### src/rtl/tri_timer_pkg.sv
package tri_timer_pkg;
  localparam int CNT_W  = 16;
  localparam int PRE_W  = 4;
  localparam int STAT_W = 3;

  // status flag positions
  localparam int ST_INTV = 0;
  localparam int ST_HIT  = 1;
  localparam int ST_WRAP = 2;

  // counter-control bit positions
  localparam int CTL_HALT    = 0;
  localparam int CTL_MODE    = 1;
  localparam int CTL_DOWN    = 2;
  localparam int CTL_CMPEN   = 3;
  localparam int CTL_RESTART = 4;
  localparam int CTL_WAVEOFF = 5;
  localparam int CTL_POL     = 6;

  typedef enum logic [2:0] {
    REG_CLK   = 3'd0,
    REG_CTL   = 3'd1,
    REG_INTV  = 3'd2,
    REG_CMP   = 3'd3,
    REG_COUNT = 3'd4,
    REG_STAT  = 3'd5
  } regSelT;

  typedef struct packed {
    logic [CNT_W-1:0] interval;
    logic [CNT_W-1:0] matchVal;
    logic             wavePol;
    logic             waveEnN;
    logic             matchEn;
    logic             down;
    logic             mode;
    logic             halt;
    logic             extFall;
    logic             srcExt;
    logic [PRE_W-1:0] preExp;
    logic             preEn;
  } chanCfgT;

  typedef struct packed {
    logic restart;
    logic clrStatus;
  } chanStbT;

  localparam chanCfgT CFG_RESET = '{
    interval: '0, matchVal: '0, wavePol: 1'b0, waveEnN: 1'b1,
    matchEn: 1'b0, down: 1'b0, mode: 1'b0, halt: 1'b1,
    extFall: 1'b0, srcExt: 1'b0, preExp: '0, preEn: 1'b0
  };
endpackage

### src/rtl/tri_timer_ctrl.sv
module tri_timer_ctrl
  import tri_timer_pkg::*;
#(
  parameter int NCH = 3,
  parameter int AW  = 5
) (
  input  logic                           clk,
  input  logic                           rstN,
  input  logic [AW-1:0]                  regAddr,
  input  logic [CNT_W-1:0]               regWdata,
  input  logic                           regWe,
  input  logic                           regRe,
  output logic [CNT_W-1:0]               regRdata,
  output chanCfgT [NCH-1:0]              chanCfg,
  output chanStbT [NCH-1:0]              chanStb,
  input  logic [NCH-1:0][CNT_W-1:0]      chanCount,
  input  logic [NCH-1:0][STAT_W-1:0]     chanStatus
);
  localparam int SEL_W = 3;
  localparam int CH_W  = AW - SEL_W;

  logic [CH_W-1:0]          chSel;
  regSelT                   regSel;
  logic [NCH-1:0][CNT_W-1:0] readVal;

  assign chSel  = regAddr[AW-1:SEL_W];
  assign regSel = regSelT'(regAddr[SEL_W-1:0]);

  for (genvar c = 0; c < NCH; c++) begin : g_reg
    logic    hit;
    logic    restartQ;
    chanCfgT cfgQ;

    assign hit = (chSel == CH_W'(c));

    always_ff @(posedge clk or negedge rstN) begin
      if (!rstN) begin
        cfgQ     <= CFG_RESET;
        restartQ <= 1'b0;
      end else begin
        restartQ <= regWe && hit && (regSel == REG_CTL) && regWdata[CTL_RESTART];
        if (regWe && hit) begin
          case (regSel)
            REG_CLK: begin
              cfgQ.preEn   <= regWdata[0];
              cfgQ.preExp  <= regWdata[PRE_W:1];
              cfgQ.srcExt  <= regWdata[PRE_W+1];
              cfgQ.extFall <= regWdata[PRE_W+2];
            end
            REG_CTL: begin
              cfgQ.halt    <= regWdata[CTL_HALT];
              cfgQ.mode    <= regWdata[CTL_MODE];
              cfgQ.down    <= regWdata[CTL_DOWN];
              cfgQ.matchEn <= regWdata[CTL_CMPEN];
              cfgQ.waveEnN <= regWdata[CTL_WAVEOFF];
              cfgQ.wavePol <= regWdata[CTL_POL];
            end
            REG_INTV: cfgQ.interval <= regWdata;
            REG_CMP:  cfgQ.matchVal <= regWdata;
            default: ;
          endcase
        end
      end
    end

    assign chanCfg[c]           = cfgQ;
    assign chanStb[c].restart   = restartQ;
    assign chanStb[c].clrStatus = regRe && hit && (regSel == REG_STAT);

    always_comb begin
      case (regSel)
        REG_CLK:   readVal[c] = CNT_W'({cfgQ.extFall, cfgQ.srcExt, cfgQ.preExp, cfgQ.preEn});
        REG_CTL:   readVal[c] = CNT_W'({cfgQ.wavePol, cfgQ.waveEnN, 1'b0, cfgQ.matchEn,
                                        cfgQ.down, cfgQ.mode, cfgQ.halt});
        REG_INTV:  readVal[c] = cfgQ.interval;
        REG_CMP:   readVal[c] = cfgQ.matchVal;
        REG_COUNT: readVal[c] = chanCount[c];
        REG_STAT:  readVal[c] = CNT_W'(chanStatus[c]);
        default:   readVal[c] = '0;
      endcase
    end
  end

  always_comb begin
    regRdata = '0;
    for (int c = 0; c < NCH; c++) begin
      if (chSel == CH_W'(c)) regRdata = readVal[c];
    end
  end
endmodule

### src/rtl/tri_timer_dp.sv
module tri_timer_dp
  import tri_timer_pkg::*;
#(
  parameter int NCH = 3
) (
  input  logic                       clk,
  input  logic                       rstN,
  input  logic                       extClk,
  input  chanCfgT [NCH-1:0]          chanCfg,
  input  chanStbT [NCH-1:0]          chanStb,
  output logic [NCH-1:0][CNT_W-1:0]  chanCount,
  output logic [NCH-1:0][STAT_W-1:0] chanStatus,
  output logic [NCH-1:0]             waveOut
);
  localparam logic [CNT_W-1:0] ONE   = CNT_W'(1);
  localparam logic [CNT_W:0]   ONE_W = (CNT_W+1)'(1);

  // two-stage synchroniser plus one stage for edge detection
  logic [2:0] extSh;
  logic       extRiseEv, extFallEv;

  always_ff @(posedge clk or negedge rstN) begin
    if (!rstN) extSh <= '0;
    else       extSh <= {extSh[1:0], extClk};
  end

  assign extRiseEv = extSh[1] & ~extSh[2];
  assign extFallEv = ~extSh[1] & extSh[2];

  for (genvar c = 0; c < NCH; c++) begin : g_ch
    chanCfgT            k;
    chanStbT            s;
    logic [CNT_W-1:0]   cntQ, preQ, nextCnt, preLim;
    logic [CNT_W:0]     span;
    logic               srcTick, preDone, tick, atEnd, wrapEv, matchHit, waveQ;
    logic [STAT_W-1:0]  statQ, newFlags;

    assign k = chanCfg[c];
    assign s = chanStb[c];

    always_comb begin
      span    = ONE_W << ({1'b0, k.preExp} + (PRE_W+1)'(1));
      preLim  = CNT_W'(span - ONE_W);
      srcTick = k.srcExt ? (k.extFall ? extFallEv : extRiseEv) : 1'b1;
      preDone = !k.preEn || (preQ == preLim);
      tick    = srcTick && preDone && !k.halt && !s.restart;
      if (k.down)      atEnd = (cntQ == '0);
      else if (k.mode) atEnd = (cntQ == k.interval);
      else             atEnd = (cntQ == '1);
      if (atEnd && k.mode) nextCnt = k.down ? k.interval : '0;
      else                 nextCnt = k.down ? cntQ - ONE : cntQ + ONE;
      wrapEv   = tick && atEnd;
      matchHit = tick && !atEnd && k.matchEn && (nextCnt == k.matchVal);
      newFlags = '0;
      newFlags[ST_INTV] = wrapEv && k.mode;
      newFlags[ST_HIT]  = matchHit;
      newFlags[ST_WRAP] = wrapEv && !k.mode;
    end

    always_ff @(posedge clk or negedge rstN) begin
      if (!rstN) begin
        cntQ  <= '0;
        preQ  <= '0;
        waveQ <= 1'b0;
        statQ <= '0;
      end else begin
        statQ <= (s.clrStatus ? '0 : statQ) | newFlags;
        if (s.restart) begin
          cntQ  <= k.down ? k.interval : '0;
          preQ  <= '0;
          waveQ <= 1'b0;
        end else begin
          if (srcTick && k.preEn && !k.halt) preQ <= preDone ? '0 : preQ + ONE;
          if (tick) cntQ <= nextCnt;
          if (wrapEv)        waveQ <= 1'b0;
          else if (matchHit) waveQ <= 1'b1;
        end
      end
    end

    assign chanCount[c]  = cntQ;
    assign chanStatus[c] = statQ;
    assign waveOut[c]    = k.waveEnN ? 1'b0 : (k.wavePol ? waveQ : !waveQ);
  end
endmodule

### src/rtl/tri_timer.sv
module tri_timer
  import tri_timer_pkg::*;
#(
  parameter int NCH = 3,
  parameter int AW  = 5
) (
  input  logic             clk,
  input  logic             rstN,
  input  logic             extClk,
  input  logic [AW-1:0]    regAddr,
  input  logic [CNT_W-1:0] regWdata,
  input  logic             regWe,
  input  logic             regRe,
  output logic [CNT_W-1:0] regRdata,
  output logic [NCH-1:0]   waveOut
);
  chanCfgT [NCH-1:0]          chanCfg;
  chanStbT [NCH-1:0]          chanStb;
  logic [NCH-1:0][CNT_W-1:0]  chanCount;
  logic [NCH-1:0][STAT_W-1:0] chanStatus;

  tri_timer_ctrl #(.NCH(NCH), .AW(AW)) ctrl_i (
    .clk(clk), .rstN(rstN), .regAddr(regAddr), .regWdata(regWdata),
    .regWe(regWe), .regRe(regRe), .regRdata(regRdata),
    .chanCfg(chanCfg), .chanStb(chanStb),
    .chanCount(chanCount), .chanStatus(chanStatus)
  );

  tri_timer_dp #(.NCH(NCH)) dp_i (
    .clk(clk), .rstN(rstN), .extClk(extClk),
    .chanCfg(chanCfg), .chanStb(chanStb),
    .chanCount(chanCount), .chanStatus(chanStatus), .waveOut(waveOut)
  );
endmodule

### config.mk
export PLATFORM = sky130hd
export DESIGN_NAME = tri_timer
export DESIGN_NICKNAME = d
export VERILOG_FILES = /design/src/rtl/tri_timer_pkg.sv /design/src/rtl/tri_timer_ctrl.sv /design/src/rtl/tri_timer_dp.sv /design/src/rtl/tri_timer.sv
export SDC_FILE = /design/constraint.sdc
export NUM_CORES = 1
export LEC_CHECK = 0
export ABC_AREA = 1
export BUFFER_PORTS_ARGS = -buffer_cell sky130_fd_sc_hd__buf_2
export CAP_MARGIN = 30
export CELL_PAD_IN_SITES_DETAIL_PLACEMENT = 1
export CELL_PAD_IN_SITES_GLOBAL_PLACEMENT = 1
export CORE_MARGIN = 10
export CORE_UTILIZATION = 40
export CTS_CLUSTER_DIAMETER = 100
export DETAILED_ROUTE_END_ITERATION = 12
export GPL_ROUTABILITY_DRIVEN = 0
export PLACE_DENSITY_LB_ADDON = 0.1
export SLEW_MARGIN = 5
export SYNTH_ARGS = -nofsm -noshare
export SYNTH_HDL_FRONTEND = slang
export SYNTH_SLANG_ARGS = --single-unit
### constraint.sdc
create_clock -name clk -period 3.5 [get_ports clk]
set_input_delay 0.35 -clock clk [delete_from_list [all_inputs] [get_ports clk]]
set_output_delay 0.35 -clock clk [all_outputs]
set_load 0.05 [all_outputs]
### Yosys cells after proc, flatten, opt, wreduce, memory -nomap -nowiden

Index checks and enable logic that the tools add are counted.

| storage, ports and cells | value |
|---|---|
| flip-flop bits (word level) | 249 |
| logic and storage cells | 254 |
| output and inout port bits | 19 |
| input bits | 26 |

| operators by class | value |
|---|---|
| reduce and logical (&&, ||, !) cells | 98 |
| equal/unequal tests | 19 |
| add/subtract/negate cells | 15 |
| shift-type cells | 3 |
| mux-type cells | 60 |
| bitwise logic cells | 7 |

Operators with widths:

| kind | count |
|---|---|
| $mux 16 | 27 |
| $pmux 16 s6 | 3 |
| $eq 16x16->1 | 9 |
| $add 16x1->16 const B | 6 |
| $sub 16x1->16 const B | 6 |
| $logic_and 1x1->1 | 51 |
| $eq 16x16->1 const B | 3 |
| $logic_not 16->1 | 3 |
| $shl 1x5->16 const A | 3 |
| $mux 1 | 27 |
| $reduce_and 2->1 | 12 |
| $logic_not 1->1 | 18 |
| $add 4x1->5 const B | 3 |
| $reduce_bool 2->1 | 6 |
| $mux 3 | 3 |
| $or 3x3->3 | 3 |
| $reduce_bool 3->1 | 3 |
| $eq 3x2->1 const B | 2 |
| $eq 3x3->1 const B | 2 |
| $eq 3x1->1 const B | 1 |
| $logic_not 3->1 | 1 |
| $logic_or 1x1->1 | 3 |
| $and 1x1->1 | 2 |
| $eq 2x1->1 const B | 1 |
| other kinds (3) | 4 |

### Longest topological paths before layout

Gate-level depths: netlist (run 1).

| logic depth | value |
|---|---|
| word-level depth | 14 |
| gate-level depth with buffers | 23 |

### Cells and area by module

Synthesis (run 1) repeated with hierarchy kept, for this count alone.

| unflattened totals | value |
|---|---|
| cell total of the unflattened synthesis | 3015 |
| area, all modules | 19801.5 um^2 |

Modules (own cells, without submodules):

| module | area an instance (um^2) | cells each | times used | seq. area each (um^2) |
|---|---|---|---|---|
| tri_timer_dp | 12932.4 | 2118 | 1 | 2777.7 |
| tri_timer_ctrl | 6869.1 | 897 | 1 | 3460.8 |

### Least setup slack after synthesis (run 1)

Ideal clock, no wire load.

| timing | value |
|---|---|
| path kind | input -> output |
| start point | input port regAddr[2] |
| end point | output port regRdata[12] |
| arrival time | 2.192 ns |
| slack | 0.958 ns |
| stages on the path | 9 |
| buffers on the path | 2 |
| cell sequence | inv_1 nand2_1 nor2_1 inv_1 clkbuf_1 buf_1 o21ai_0 a21oi_1 o221ai_1 |

| on the way | value |
|---|---|
| longest elaborated chain between the ends | 5 |
| elaborated cells between the ends (all ways) | 12 |

Ends and longest elaborated chain:

| what | line | source |
|---|---|---|
| start: declaration | tri_timer.sv:10 | `input logic [AW-1:0] regAddr,` |
| $eq 3x3->1 (tied with other cells) | tri_timer_ctrl.sv:71 | `case (regSel)` |
| $pmux 16 s6 | tri_timer_ctrl.sv:71 |  |
| $mux 16 (2 in a row) | tri_timer_ctrl.sv:87 | `if (chSel == CH_W'(c)) regRdata = readVal[c];` |
| $mux 16 (*) | tri_timer_ctrl.sv:87 |  |
| end: declaration | tri_timer.sv:14 | `output logic [CNT_W-1:0] regRdata,` |

Mark *: on every way between the ends. The rest lies on a longest branch, timed or not.

### Final worst setup path (run 1)

| timing | value |
|---|---|
| start point | register ctrl_i.g_reg[1].cfgQ, in the netlist ctrl_i.chanCfg[53] |
| end point | register dp_i.g_ch[1].waveQ |

| on the way | value |
|---|---|
| longest elaborated chain between the ends | 7 |
| elaborated cells between the ends (all ways) | 13 |

Ends and longest elaborated chain:

| what | line | source |
|---|---|---|
| start: declaration | tri_timer_ctrl.sv:32 | `chanCfgT cfgQ;` |
| $mux 1 | tri_timer_dp.sv:48 | `else if (k.mode) atEnd = (cntQ == k.interval);` |
| $mux 1 | tri_timer_dp.sv:47 | `if (k.down) atEnd = (cntQ == '0);` |
| $logic_and 1x1->1 / $logic_not 1->1 (equally long branches) | tri_timer_dp.sv:50, tri_timer_dp.sv:53 |  |
| $mux 16 / $logic_and 1x1->1 (equally long branches) | tri_timer_dp.sv:50, tri_timer_dp.sv:53 |  |
| $eq 16x16->1 / $logic_and 1x1->1 (equally long branches) | tri_timer_dp.sv:53 | `matchHit = tick && !atEnd && k.matchEn && (nextCnt == k.matchVal);` |
| $logic_and 1x1->1 | tri_timer_dp.sv:53 |  |
| $reduce_bool 3->1 (no source line) | n/a |  |
| end signal: assignment | tri_timer_dp.sv:64 | `waveQ <= 1'b0;` |
| end signal: assignment | tri_timer_dp.sv:71 | `waveQ <= 1'b0;` |
| end signal: assignment | tri_timer_dp.sv:75 | `if (wrapEv) waveQ <= 1'b0;` |
| end: declaration | tri_timer_dp.sv:35 | `logic srcTick, preDone, tick, atEnd, wrapEv, matchHit, waveQ;` |

Several ways; a longest one is shown, not always the timed one.
A chain may end at the register's enable or synchronous reset.

==> out/results.txt, run 1 <==
The run finished with clean final reports. The via count was 20,620; the time the final worst path needs with I/O delays and setup was 3252 ps. The total routed wirelength is 74,880 µm, and the post-synthesis sequential element count is 249. The number of enable-type register cells in the synthesized netlist was 0; the highest net fanout along the worst path was 35.

Fill cells in the final layout number 6,332. The die boundary height came out at 240.3 µm. Kind of cell adding the most delay to the critical path: simple AND/OR/NAND/NOR gates. In this run the remaining antenna-violating nets after routing total 0. The cell taking the most area after synthesis is sky130_fd_sc_hd__dfrtp_1. Among all stages on the critical path, the largest delay is contributed by sky130_fd_sc_hd__dfrtp_2. The latest clock arrival within the worst-skew pair is 560 ps.

Registers take 6246 µm². For this design the static power due to leakage is 10.50 nW. The number of hold-slack violations in the final timing report came out at 0.

The largest single stage delay on the critical path is 640 ps. Simple-gate portion of the synthesized area: 36.54%. The first routing iteration left 1,433 violations.

For the number of global-route vias before repair, the log shows 21,220. The class of the tightest hold or removal check was input port to flip-flop. After global routing the overflow that remains totals 0. Detailed placement ended at an HPWL of 56,340 µm.

The signed area change from the synthesized netlist to the final layout came out at 10.72%. A synthesized cell averages 6.527 µm². For the synthesized netlist cell count, the log shows 2,973.

The commonest cells after synthesis are 983 x sky130_fd_sc_hd__nand2_1, 330 x sky130_fd_sc_hd__inv_1, 301 x sky130_fd_sc_hd__nand3_1, 243 x sky130_fd_sc_hd__dfrtp_1, 215 x sky130_fd_sc_hd__nor2_1. The most common cell type on the critical path is sky130_fd_sc_hd__nand2_1. The global-route wire length before repair came out at 118,000 µm. After detailed routing, the average wire length per cell comes to 20.58 µm.

The normalized max-slew margin was 45.84%. Data arrives at the worst endpoint at 3720 ps. Entering global routing, the biggest net connects 107 pins. After synthesis, the cell types taking the most area are sky130_fd_sc_hd__dfrtp_1 31%, sky130_fd_sc_hd__nand2_1 19%, sky130_fd_sc_hd__nand3_1 7.8%.

The proportion of synthesized area in mux cells works out to 0%. The initial cell density of the core was 40.56%. The library cell with the highest instance count after synthesis is sky130_fd_sc_hd__nand2_1. The number of sinks handled by clock tree synthesis came out at 249. The die covers 57,720 µm². Counting flops with an async set or reset pin after synthesis yields a share of 100.0%. Summing all multi-input logic gate instances after layout gives 11,340 µm². STA classifies the critical path startpoint as a flip-flop. Setup total negative slack on the finished layout was measured at 0 ps.

For the H-tree depth reported by CTS, the log shows 2. The first-pass iteration count of the detailed router is 5, and the total power density per cell area is 794.4 nW/µm². The maximum clock rate is 0.3075 GHz, and the number of distinct library cell variants in the gate-level netlist after synthesis is 55. Setup repair after global routing left no endpoint under its margin. In the synthesized netlist the dominant register cell turns out to be sky130_fd_sc_hd__dfrtp_1. The count of buffers inserted at the top-level ports came out at 44. Initial antenna violation count: 1. After floorplanning, the core was sized to cover 47,850 µm².

The core occupancy in the finished layout was 44.91%; the number of I/O pins was 45. The clock transition at the register clock pins on the worst setup and hold paths after CTS works out to 60 ps. Max-cap violations in this run came to 0. TritonCTS built the clock tree. Walking the worst path, the cells encountered are buf_4 -> nand3_1 -> nand2_1 -> nor2_1 -> nand2_1 -> nor2_1 -> nand3_1 -> nand2_2 -> nand2_2 -> nand2_1 -> nand2_1 -> nand2_1 -> nand2_1 -> nor2_1 -> nand2_1 -> nor2_1 -> nand3_1 -> o31ai_1.

In this run the biggest area consumer among cell types represents 31.33% of the synthesized area. Buffers inserted during clock tree synthesis total 34. The combinational family with the most area after synthesis is simple AND/OR/NAND/NOR gates. Number of buffers and inverters on the critical path: 1.

The synthesized netlist devotes 3.404% of its cell area to adder and majority cells. The total count of max-transition violations in the final report is 0, and the transition time of the tightest slew-check pin is 811.5 ps. The net count of the finished layout is 3,074.

Ratio of cells with drive above 1 in the final layout: 7.575%. The overall routing resource usage is 25.78%, and the fraction of the mapped netlist area in compound gates is 15.05%. The width of the chip is 240.3 µm, and the clock tree buffer depth is 3. The run gives 0 as the number of warnings issued by yosys. Dividing the final minimum period by the clock period gives 92.92%. The critical path in this run is classified as flip-flop to flip-flop. For the worst setup path, the data required time is 3970 ps.

For this run, design rule violations remaining after detail routing come to 0. Summing the sequential cell areas from Yosys gives 32.15% of the chip area. The tree is rooted in a sky130_fd_sc_hd__clkbuf_16. The initialized floorplan defines 80 standard-cell rows. The completed layout was analyzed and its total power is 17.07 mW. The tools report the nature of the critical path endpoint as a flip-flop. The maximum clock skew at final layout is 14.26 ps, and the number of setup violations in the final report is 0.

The synthesized netlist devotes 3.385% of its cell area to XOR and XNOR gates. Buffers added to address setup during post-CTS repair amount to 0. The number of antenna diodes in the final layout is 0.

The cell area that synthesis handed to floorplanning was 19,410 µm². Dividing the detail-routed via count by the number of cells gives 5.668. The peak ir drop on the vdd network came out at 0.0004057 V.
==> power by group <==
part | switching [mW] | total (mW) | leakage, nW | internal (mW)
logic | 5.59 | 8.57 | 6.77 | 2.98
clock network | 1.46 | 3.59 | 0.551 | 2.13
registers | 1.20 | 4.91 | 3.18 | 3.71
total | 8.25 | 17.1 | 10.5 | 8.81
==> repair_timing <==
item,CTS,global route
hold buffers,2,0
endpoints found under the setup margin,0,2
gates resized for setup,0,2
hold endpoints to repair,25,0
==> worst reg2reg max path, cell delays in order (launching register included) <==
cell and delay, ps:
sky130_fd_sc_hd__dfrtp_2 640, sky130_fd_sc_hd__buf_4 280, sky130_fd_sc_hd__nand3_1 80, sky130_fd_sc_hd__nand2_1 90, sky130_fd_sc_hd__nor2_1 150, sky130_fd_sc_hd__nand2_1 80, sky130_fd_sc_hd__nor2_1 110, sky130_fd_sc_hd__nand3_1 90
sky130_fd_sc_hd__nand2_2 250, sky130_fd_sc_hd__nand2_2 200, sky130_fd_sc_hd__nand2_1 200, sky130_fd_sc_hd__nand2_1 90, sky130_fd_sc_hd__nand2_1 80, sky130_fd_sc_hd__nand2_1 50, sky130_fd_sc_hd__nor2_1 80, sky130_fd_sc_hd__nand2_1 60
sky130_fd_sc_hd__nor2_1 350, sky130_fd_sc_hd__nand3_1 180, sky130_fd_sc_hd__o31ai_1 100
==> worst paths after layout <==
kind	cells after the start	from	to	slack [ps]
worst min-delay path	3	regWdata[9]	ctrl_i.chanCfg[38]	210
max in group asynchronous	3	rstN	ctrl_i.chanCfg[9]	2230
min in group asynchronous	2	rstN	ctrl_i.chanCfg[82]	230
worst max register to register	18	ctrl_i.chanCfg[53]	dp_i.g_ch[1].waveQ	250
worst min register to register	0	dp_i.extSh[0]	dp_i.extSh[1]	350
worst max-delay path	18	ctrl_i.chanCfg[53]	dp_i.g_ch[1].waveQ	250
==> kinds of logic after synthesis <==
kind of cell / after synthesis
simple gates: 1657
compound gates: 488
buf+inv: 452
flops: 249
xor+xnor: 75
fa+ha+maj: 51
other cells: 1
==> per-stage QoR <==
step	instances	hold WS (ps)	instance area [µm²]	setup WS [ps]
3_3_place_gp	3572	216.2	20300	249.3
4_1_cts	3637	178.9	21470	113.0
2_1_floorplan	2975	54.41	19410	958.0
6_report	3638	206.7	21490	247.9
3_5_place_dp	3573	217.4	20320	132.5
5_1_grt	3638	209.7	21490	35.77
==> cell type report <==
| cell class | instances | share of cell area, % |
|---|---|---|
| tap | 615 | 3.581 |
| multi-input combinational | 2274 | 52.80 |
| clock buffer | 48 | 4.391 |
| clock inverter | 14 | 0.8328 |
| sequential | 249 | 29.07 |
| timing repair buffer | 94 | 3.319 |
| inverter | 344 | 6.010 |
==> sequential cells by signal, indices dropped and copies added (netlist names) <==
signal and flops:
ctrl_i.chanCfg 135, ctrl_i.g.restartQ 3, dp_i.g_ch.statQ 9, dp_i.g_ch.cntQ 48
dp_i.extSh 3, dp_i.g_ch.waveQ 3, dp_i.g_ch.preQ 48
==> routing by layer <==
metal	vias to the layer above	part of all wire (%)	global-route usage, %
met1	10240	44	32.80
met2	442	48	44.07
li1	9812	-	-
met5	-	0	0
met4	0	3.2	8.838
met3	128	4.3	3.481
==> cell usage in the layout (no fill, tap or decap), drive strengths merged, types with 16 or more instances in the layout <==
| cell | Yosys | routed |
|---|---|---|
| nand2 | 1007 | 1007 |
| inv | 341 | 345 |
| nand3 | 309 | 309 |
| dfrtp | 243 | 243 |
| nor2 | 226 | 226 |
| o21ai | 223 | 223 |
| buf | 43 | 92 |
| o22ai | 85 | 85 |
| a21oi | 73 | 73 |
| xor2 | 53 | 53 |
| o211ai | 51 | 51 |
| ha | 48 | 48 |
| clkbuf | 65 | 48 |
| nand3b | 42 | 42 |
| nor3 | 33 | 33 |
| nand4 | 30 | 30 |
| xnor2 | 22 | 22 |
| o221ai | 16 | 16 |
Note: power is estimated with default switching activity, not from simulation.
==> run 2: changes to the inputs <==
Settings changed: CORE_ASPECT_RATIO from default to 1.1.
==> out/results.txt, run 2 (synthesis gave the netlist of run 1 again) <==
The switching power share of the total works out to 48.52%. At the pin with the least slew margin, the transition time is 1035 ps. The first TritonRoute pass finished after 5 iterations. For met2 alone, demand over resource in global routing was 44.37%.

After routing, the total negative slack on setup checks comes to 0 ps. Summed over all nets, the switching power comes to 8.211 mW. The tools report the remaining design rule violation count as 0. The ratio of cells with drive above 1 in the final layout is 7.585%, and the total routed wirelength is 74,440 µm. The met1 track utilization from global routing is 31.97%, and the die boundary height is 251.0 µm. Kind of cell adding the most delay to the critical path: flip-flops. The wire length per cell is 20.32 µm.

The worst setup path is captured at a primary output. The count of cells in the finished layout, fillers not included, comes to 3,664. The slowest cell on the critical path was sky130_fd_sc_hd__dfrtp_4. The global-route wire length before repair is 119,100 µm.

The top cell types in the final layout, fill and taps aside, are 983 x sky130_fd_sc_hd__nand2_1, 330 x sky130_fd_sc_hd__inv_1, 301 x sky130_fd_sc_hd__nand3_1. In this run the worst hold path is classified as input port to flip-flop. The met3 track demand over resource came out at 2.749%. The flow ran to the end, and the final reports show no timing, DRC or antenna violations.

The clock transition at the register clock pins on the worst setup and hold paths after CTS was 60 ps. Setup violations remaining at the end of the flow were counted as 0. The clock period could shrink to 3283 ps. In this run the most used layer during global routing was met2. For this design the static power due to leakage is 10.49 nW. The tools report the maximum clock skew at final layout as 12.10 ps. The worst setup path is launched from a flip-flop. The number of global-route vias before repair is 21,660.

For the max-capacitance violation count, the log shows 0. The run gives 610 ps as the latest clock arrival within the worst-skew pair. After layout, the worst path uses 93.79% of the clock period. The detailed router placed 20,610 vias in this run. The run gives 8.712 mW as the internal power consumption. The first routing iteration left 1,498 violations. Setup repair after global routing left no endpoint under its margin. The area growth from synthesis to layout is 11.13%. The number of hold-slack violations in the final timing report is 0.

Before CTS, the worst setup slack after placement is 255.2 ps. For this run the aggregate overflow at the end of global routing stands at 0. The row count is 84.

The number of nets with antenna violations after routing is 0, and the area of the core region is 47,930 µm². The number of buffers inserted during clock tree synthesis came out at 31. For the peak ir drop on the vdd network, the log shows 0.0003937 V. Walking the worst path, the cells encountered are buf_4 -> nand2_1 -> o21ai_0 -> nor3_1 -> o221ai_1 -> buf_12. Measured along the x axis, the die boundary spans 230.0 µm. By startpoint and endpoint, the worst setup path is classified as flip-flop to primary output.

The floorplan step defined a die boundary enclosing 57,730 µm². Measured against its own limit, the worst slew margin works out to 31.00%. Fraction of power consumed by combinational cells: 50.7%. Library cell used as clock root buffer: sky130_fd_sc_hd__clkbuf_16. Dividing total power by cell area gives a power density of 784.7 nW/µm².

Timing would allow up to 0.3046 GHz. The initial utilization of the core area, before any placement, comes to 40.49%. The number of diodes was 0; the largest stage delay on the critical path was 660 ps. In the final design database the tool counted 3,071 nets. The cell area reported after detailed placement came out at 20,450 µm².

Total count of max-transition violations in the final report: 0. Across every metal layer, demand over resource in global routing totals 25.35%. The initial antenna violation count came out at 0. The most common cell after layout, fill and taps aside was sky130_fd_sc_hd__nand2_1. In this run the worst path has a maximum fanout of 42.

For the worst setup path, the data required time is 3150 ps. The H-tree depth reported by CTS is 1, and the number of I/O pins is 45. Once the clock tree was built, the setup fixing pass inserted 0 buffers. Per report_power, the sequential group accounts for 29.0% of the total. Clock tree buffer depth: 3. The number of buffers and inverters on the critical path is 2. After detailed placement, the design holds a cell count of 3,603. Entering global routing, the biggest net connects 107 pins. Clock tree synthesis found a total of 249 sinks.

Power comes to 16.92 mW. TritonCTS built the clock tree. The tools report the clock group share of total power as 20.3%. Once detailed placement completed, the half-perimeter wirelength came to 56,410 µm. After detailed routing, the number of vias per cell comes to 5.624. The register with the most flip-flops in the layout has 135 of them.

Setup slack on the worst reg-to-reg path comes out at 320 ps. After routing the design area is 21,570 µm². For the worst setup path, the data arrival time is 2930 ps.

In this run the tool buffered the top-level ports with 44 buffer cells. Final worst setup slack: 217.4 ps.
-- run 2: cell type report --
| cell class | count | area, µm² |
|---|---|---|
| fill | 6473 | 26360 |
| tap | 645 | 807.0 |
| clock buffer | 44 | 894.6 |
| inverter | 344 | 1291 |
| clock inverter | 14 | 172.7 |
| multi-input combinational | 2274 | 11340 |
| timing repair buffer | 94 | 810.8 |
| sequential | 249 | 6246 |
-- run 2: final timing paths --
| path | to | cells after the start | start |
|---|---|---|---|
| max | regRdata[1] | 6 | ctrl_i.chanCfg[8] |
| min | ctrl_i.chanCfg[43] | 3 | regWdata[14] |
| max reg2reg | dp_i.g_ch[2].cntQ[13] | 16 | ctrl_i.chanCfg[91] |
| min reg2reg | dp_i.extSh[1] | 0 | dp_i.extSh[0] |
| max in group asynchronous | ctrl_i.chanCfg[52] | 3 | rstN |
| min in group asynchronous | ctrl_i.chanCfg[24] | 2 | rstN |
-- run 2: what timing repair did --
| action | 4_1_cts | 5_1_grt |
|---|---|---|
| endpoints found under the hold margin | 104 | 0 |
| hold buffers | 2 | 0 |
| resized for setup | 0 | 2 |
| setup endpoints to repair | 0 | 9 |
-- run 2: routing by layer --
layer / share of wire [%] / up-vias / wire length (µm)
met3: 4.2 / 135 / 3144
li1: - / 9821 / -
met2: 49 / 454 / 36530
met4: 3.0 / 0 / 2225
met5: 0 / - / 0
met1: 44 / 10200 / 32540
-- run 2: through the flow --
stage | utilization (%) | hold slack, ps
global route | 45.00 | 162.5
detailed placement | 42.66 | 343.6
finish | 45.00 | 142.7
global placement | 42.66 | 332.5
CTS | 44.93 | 124.5
floorplan | - | 54.41
-- run 2: worst min-delay path, cell delays in order --
cell	delay, ps
sky130_fd_sc_hd__buf_2	70
sky130_fd_sc_hd__inv_1	120
sky130_fd_sc_hd__o21ai_0	180
-- run 2: power by group through the flow --
stage | sequential (mW) | combinational [mW] | clock (mW)
3_5_place_dp | 4.93 | 8.50 | 0
2_1_floorplan | 4.40 | 6.47 | 0
3_3_place_gp | 4.90 | 8.16 | 0
5_1_grt | 5.03 | 9.73 | 3.62
4_1_cts | 4.89 | 8.56 | 3.49
6_report | 4.91 | 8.58 | 3.43
